[src/rtl/csc_pkg.sv]
package csc_pkg;

    localparam int PIX_W    = 8;
    localparam int N_CH     = 3;
    localparam int N_COL    = N_CH + 1;
    localparam int COEF_W   = 16;
    localparam int BYTE_W   = 8;
    localparam int MAG_W    = 12;
    localparam int SIGN_BIT = 12;
    localparam int FRAC_W   = 10;
    localparam int N_WORDS  = N_CH * N_COL;
    localparam int N_BYTES  = N_WORDS * (COEF_W / BYTE_W);
    localparam int ADDR_W   = $clog2(N_BYTES);
    localparam int ACC_W    = PIX_W + MAG_W + FRAC_W + 4;
    localparam int PIX_MAX  = (1 << PIX_W) - 1;

    typedef logic [PIX_W-1:0]                 chan_t;
    typedef logic [N_CH-1:0][PIX_W-1:0]       pix_t;
    typedef logic [COEF_W-1:0]                word_t;
    typedef logic [N_COL-1:0][COEF_W-1:0]     row_coef_t;
    typedef row_coef_t [N_CH-1:0]             coef_bank_t;
    typedef logic signed [ACC_W-1:0]          acc_t;

    typedef struct packed {
        logic valid;
        logic hsync;
        logic vsync;
        logic de;
    } side_t;

    typedef struct packed {
        logic en;
        logic swap;
    } mode_t;

    // Sign-magnitude word to a signed value.
    function automatic acc_t word_value(word_t w);
        acc_t mag;
        mag = acc_t'({1'b0, w[MAG_W-1:0]});
        return w[SIGN_BIT] ? -mag : mag;
    endfunction

    function automatic chan_t clamp_chan(acc_t v);
        if (v < 0)
            return '0;
        else if (v > acc_t'(PIX_MAX))
            return chan_t'(PIX_MAX);
        else
            return v[PIX_W-1:0];
    endfunction

endpackage

[src/rtl/csc_coef_bank.sv]
module csc_coef_bank
    import csc_pkg::*;
(
    input  logic              clk,
    input  logic              rst,
    input  logic              wr_en,
    input  logic [ADDR_W-1:0] wr_addr,
    input  logic [BYTE_W-1:0] wr_data,
    input  logic              frame_start,
    output coef_bank_t        bank
);
    localparam logic [ADDR_W-1:0] LAST_ADDR = ADDR_W'(N_BYTES - 1);

    logic [N_BYTES-1:0][BYTE_W-1:0] pend_q;
    coef_bank_t                     pend_w;
    coef_bank_t                     work_q;

    for (genvar k = 0; k < N_WORDS; k++) begin : g_word
        assign pend_w[k / N_COL][k % N_COL] = {pend_q[2*k], pend_q[2*k+1]};
    end

    always_ff @(posedge clk) begin
        if (rst)
            pend_q <= '0;
        else if (wr_en && wr_addr <= LAST_ADDR)
            pend_q[wr_addr] <= wr_data;
    end

    always_ff @(posedge clk) begin
        if (rst)
            work_q <= '0;
        else if (frame_start)
            work_q <= pend_w;
    end

    // The pixel arriving with the frame start already sees the new bank.
    assign bank = frame_start ? pend_w : work_q;


    work_hold_chk: assert property (@(posedge clk) disable iff (rst)
        !frame_start |=> $stable(work_q));


    byte_store_chk: assert property (@(posedge clk) disable iff (rst)
        (wr_en && wr_addr <= LAST_ADDR) |=> pend_q[$past(wr_addr)] == $past(wr_data));

endmodule

[src/rtl/csc_row.sv]
module csc_row
    import csc_pkg::*;
(
    input  logic      clk,
    input  logic      rst,
    input  pix_t      pix,
    input  row_coef_t coefs,
    output acc_t      result
);
    localparam acc_t HALF = acc_t'(1) <<< (FRAC_W - 1);

    logic [N_CH-1:0][ACC_W-1:0] prod_q;
    acc_t                       ofs_q;
    acc_t                       total;

    // Stage 1: weight every component, scale the constant.
    for (genvar j = 0; j < N_CH; j++) begin : g_mul
        always_ff @(posedge clk) begin
            if (rst)
                prod_q[j] <= '0;
            else
                prod_q[j] <= word_value(coefs[j]) * acc_t'({1'b0, pix[j]});
        end
    end

    always_ff @(posedge clk) begin
        if (rst)
            ofs_q <= '0;
        else
            ofs_q <= word_value(coefs[N_COL-1]) <<< FRAC_W;
    end

    // Stage 2: accumulate, round half up, drop the fraction.
    always_comb begin
        total = ofs_q + HALF;
        for (int j = 0; j < N_CH; j++)
            total = total + $signed(prod_q[j]);
    end

    always_ff @(posedge clk) begin
        if (rst)
            result <= '0;
        else
            result <= total >>> FRAC_W;
    end

endmodule

[src/rtl/csc_out_stage.sv]
module csc_out_stage
    import csc_pkg::*;
(
    input  logic                       clk,
    input  logic                       rst,
    input  logic [N_CH-1:0][ACC_W-1:0] sums,
    input  pix_t                       bypass,
    input  mode_t                      mode,
    input  side_t                      side_in,
    output pix_t                       pix_out,
    output side_t                      side_out
);
    pix_t conv;
    pix_t sel;
    pix_t ordered;

    for (genvar i = 0; i < N_CH; i++) begin : g_clamp
        assign conv[i] = clamp_chan($signed(sums[i]));
    end

    always_comb begin
        sel     = mode.en ? conv : bypass;
        ordered = sel;
        if (mode.swap) begin
            ordered[0]      = sel[N_CH-1];
            ordered[N_CH-1] = sel[0];
        end
    end

    // Stage 3: register the final pixel with its flags.
    always_ff @(posedge clk) begin
        if (rst) begin
            pix_out  <= '0;
            side_out <= '0;
        end else begin
            pix_out  <= ordered;
            side_out <= side_in;
        end
    end


    clamp_range_chk: assert property (@(posedge clk) disable iff (rst)
        (mode.en && !mode.swap && $signed(sums[0]) < 0) |=> pix_out[0] == '0);

endmodule

[src/rtl/csc_matrix.sv]
module csc_matrix
    import csc_pkg::*;
(
    input  logic                      clk,
    input  logic                      rst,
    input  logic                      csc_en,
    input  logic                      swap_en,
    input  logic                      cfg_wr_en,
    input  logic [ADDR_W-1:0]         cfg_addr,
    input  logic [BYTE_W-1:0]         cfg_data,
    input  logic                      in_valid,
    input  logic                      in_hsync,
    input  logic                      in_vsync,
    input  logic                      in_de,
    input  logic [N_CH*PIX_W-1:0]     in_pix,
    output logic                      out_valid,
    output logic                      out_hsync,
    output logic                      out_vsync,
    output logic                      out_de,
    output logic [N_CH*PIX_W-1:0]     out_pix
);
    side_t side_in, side_d1, side_d2, side_q;
    mode_t mode_in, mode_d1, mode_d2;
    pix_t  pix_in, pix_d1, pix_d2, pix_q;
    logic  vs_prev;
    logic  frame_start;
    logic  [1:0] warm_q;

    coef_bank_t                 bank;
    logic [N_CH-1:0][ACC_W-1:0] sums;

    assign pix_in      = in_pix;
    assign side_in     = '{valid: in_valid, hsync: in_hsync, vsync: in_vsync, de: in_de};
    assign mode_in     = '{en: csc_en, swap: swap_en};
    assign frame_start = in_vsync & ~vs_prev;

    always_ff @(posedge clk) begin
        if (rst) begin
            vs_prev <= 1'b0;
            side_d1 <= '0;
            side_d2 <= '0;
            mode_d1 <= '0;
            mode_d2 <= '0;
            pix_d1  <= '0;
            pix_d2  <= '0;
            warm_q  <= '0;
        end else begin
            vs_prev <= in_vsync;
            side_d1 <= side_in;
            side_d2 <= side_d1;
            mode_d1 <= mode_in;
            mode_d2 <= mode_d1;
            pix_d1  <= pix_in;
            pix_d2  <= pix_d1;
            if (warm_q != 2'd3)
                warm_q <= warm_q + 2'd1;
        end
    end

    csc_coef_bank u_bank (
        .clk         (clk),
        .rst         (rst),
        .wr_en       (cfg_wr_en),
        .wr_addr     (cfg_addr),
        .wr_data     (cfg_data),
        .frame_start (frame_start),
        .bank        (bank)
    );

    for (genvar i = 0; i < N_CH; i++) begin : g_row
        csc_row u_row (
            .clk    (clk),
            .rst    (rst),
            .pix    (pix_in),
            .coefs  (bank[i]),
            .result (sums[i])
        );
    end

    csc_out_stage u_out (
        .clk      (clk),
        .rst      (rst),
        .sums     (sums),
        .bypass   (pix_d2),
        .mode     (mode_d2),
        .side_in  (side_d2),
        .pix_out  (pix_q),
        .side_out (side_q)
    );

    assign out_pix   = pix_q;
    assign out_valid = side_q.valid;
    assign out_hsync = side_q.hsync;
    assign out_vsync = side_q.vsync;
    assign out_de    = side_q.de;


    side_delay_chk: assert property (@(posedge clk) disable iff (rst)
        (warm_q == 2'd3) |->
        {out_valid, out_hsync, out_vsync, out_de} ==
        $past({in_valid, in_hsync, in_vsync, in_de}, 3));


    bypass_path_chk: assert property (@(posedge clk) disable iff (rst)
        (warm_q == 2'd3 && !$past(csc_en, 3) && !$past(swap_en, 3) && $past(in_valid, 3))
        |-> out_pix == $past(in_pix, 3));

endmodule

[config.mk]
export PLATFORM = sky130hd
export DESIGN_NAME = csc_matrix
export DESIGN_NICKNAME = d
export VERILOG_FILES = /design/src/rtl/csc_pkg.sv /design/src/rtl/csc_coef_bank.sv /design/src/rtl/csc_row.sv /design/src/rtl/csc_out_stage.sv /design/src/rtl/csc_matrix.sv
export SDC_FILE = /design/constraint.sdc
export NUM_CORES = 2
export LEC_CHECK = 0
export BUFFER_PORTS_ARGS = -buffer_cell sky130_fd_sc_hd__buf_2
export CORE_MARGIN = 8
export CORE_UTILIZATION = 48
export CTS_CLUSTER_SIZE = 40
export DETAILED_ROUTE_END_ITERATION = 12
export PLACE_DENSITY_LB_ADDON = 0.2
export SLEW_MARGIN = 20
export SYNTH_ARGS = -nofsm -noshare
export SYNTH_HDL_FRONTEND = slang
export SYNTH_HIERARCHICAL = 1
export SYNTH_SLANG_ARGS = --single-unit
[constraint.sdc]
create_clock -name clk -period 21.3 [get_ports clk]
set_input_delay 1.065 -clock clk [delete_from_list [all_inputs] [get_ports clk]]
set_output_delay 1.065 -clock clk [all_outputs]
set_load 0.005 [all_outputs]
==> metrics.csv <==
metric,value,unit
fp.dieW,469,µm
die_h,469,µm
setup_tns,0,ns
insertion_delay,0.73,ns
path_class,in -> reg,
syn_area,98600,µm²
cellLeakagePower,0.0534,µW
max_freq,103,MHz
rr_worst_depth,31,
power_density,34.5,nW/µm²
syn2layout_area_growth,6.17,%
ys_warn_count,6,
io_pins,74,
initialDrtViolationCount,3831,
core.rowCount,166,
hold_viol_final,0,
design_area,105000,µm²
hold_depth,1,
grt_max_degree,100,
drc_errors,0,
nets,12900,
status,"complete, no violations",
cts_tree,yes,
vias,69900,
cts_max_level,3,
grt_pass1_wl,422,mm
overflow,0,
cts_root_buf,clkbuf_16,
clockBufferDepth,3,
place_area,101000,µm²
period_share,0.454,
drt_pass1_iterations,5,
synth.net_count,13100,
fillers,19000,
cp_max_fo,51,
cp-start-kind,primary input,
total_power,3610,µW
drtAntennaViolNets,0,
cts.sinks,838,
finalWirelength,264,mm
min_period,9.67,ns
end_kind,register,
syn_area_per_cell,9.17,µm²
slew_violations,0,
cp_common_cell,inv_1,
grt_use_total,0.239,
hpwl,208,mm
grt_pass1_vias,75000,
crit_path_top_delay_cell,buf_4,
cpPeakStageDelay,0.69,ns
antenna_found_initial,20,
cts_buffers,96,
postCtsResizedCells,0,
clkSlewWorstSetupHoldPaths,0.06,ns
setup_viol,0,
numPortBuffers,73,
cts_setup_buffers,0,
rsz0062_at_grt,no,
worstPathArrival,10.23,ns
viasPerCell,5.22,
start_util,0.483,
netlist_instances,10800,
cts-hold-fix-buffers,0,
worst_hold_path_type,reg -> reg,
cp.required,21.86,ns
skew,0.0403,ns
timing.slew.headroom,0.248,
worstMarginPinSlew,1.13,ns
drive_gt1_frac,0.0541,
ir_drop,0.0549,mV
core-area,204000,µm²
die_area,220000,µm²
routedWlPerCell,19.7,µm
gp_congestion,0.914,
cap_viol_max_count,0,
[where the power goes]
group          internal [µW]  switching (µW)
Clock                   1050             737
Sequential              1580            8.90
Combinational           64.4             167
[final timing paths]
| check | from | endpoint | slack, ns |
|---|---|---|---|
| setup / recovery | in_vsync | g_row[2].u_row/prod_q[63] | 11.63 |
| hold / removal | side_d2[3] | u_out/side_out[3] | 0.43 |
| setup reg to reg | vs_prev | g_row[2].u_row/prod_q[63] | 11.75 |
| hold reg to reg | side_d2[3] | u_out/side_out[3] | 0.43 |
[metrics by stage]
step,utilization,hold slack (ns),std cells,setup WS (ns)
6_report,0.512,0.427,13400,11.63
5_1_grt,0.512,0.454,13400,11.18
4_1_cts,0.512,0.432,13400,11.76
3_5_place_dp,0.495,0.423,13200,11.00
3_3_place_gp,0.495,0.419,13200,11.21
2_1_floorplan,-,0.414,10800,12.80
[final cells by class]
class | count | area [µm²] | share of cell area
multi-input cells | 7173 | 71400 | 0.682
flip-flops and latches | 838 | 16800 | 0.160
clock inverters | 56 | 813 | 0.00777
inverters | 2356 | 8840 | 0.0844
well taps | 2688 | 3360 | 0.0321
repair buffers | 137 | 856 | 0.00817
diodes | 8 | 20.0 | 0.000191
clock buffers | 121 | 2650 | 0.0253
[sequential cells by signal, summed over array words and instances (netlist names), 4 cells and up]
signal,cells
g_row.u_row/ofs_q,60
g_row.u_row/prod_q,306
g_row.u_row/result,72
pix_d1,24
pix_d2,24
side_d2,4
u_bank/pend_q,156
u_bank/work_q,156
u_out/pix_out,24
u_out/side_out,4
[metal layers]
metal  vias up  global-route usage  wire length (µm)
met5         -                   0                40
met4         6              0.0793              9310
met3       378              0.0283             11600
met2      1503               0.413            127000
met1     35500               0.313            115000
li1      32500                   -                 -
[cells in the final DEF, fill, tap and decap left out, drive strengths merged, types with 59 or more instances in the layout]
master,n
xor2,149
dfxtp,838
nor3,111
nor2b,415
mux2,166
ha,705
nand3,64
clkbuf,121
nand2,824
nor2,454
o21ai,203
mux2i,185
nand2b,244
a21oi,244
o21a,59
fa,1596
xnor2,297
and2,718
inv,2366
a21o,135
buf,137
[worst max-delay path, delay by kind of cell]
family,cells,cell delay [ns]
AOI/OAI and AO/OA,5,1.29
xor gates and xnor gates,1,0.15
buffers and inverters,10,2.37
muxes,1,0.44
adders and majority gates,5,2.52
and+or+nand+nor,10,2.28
No activity file was read; power rests on OpenSTA's default activity.
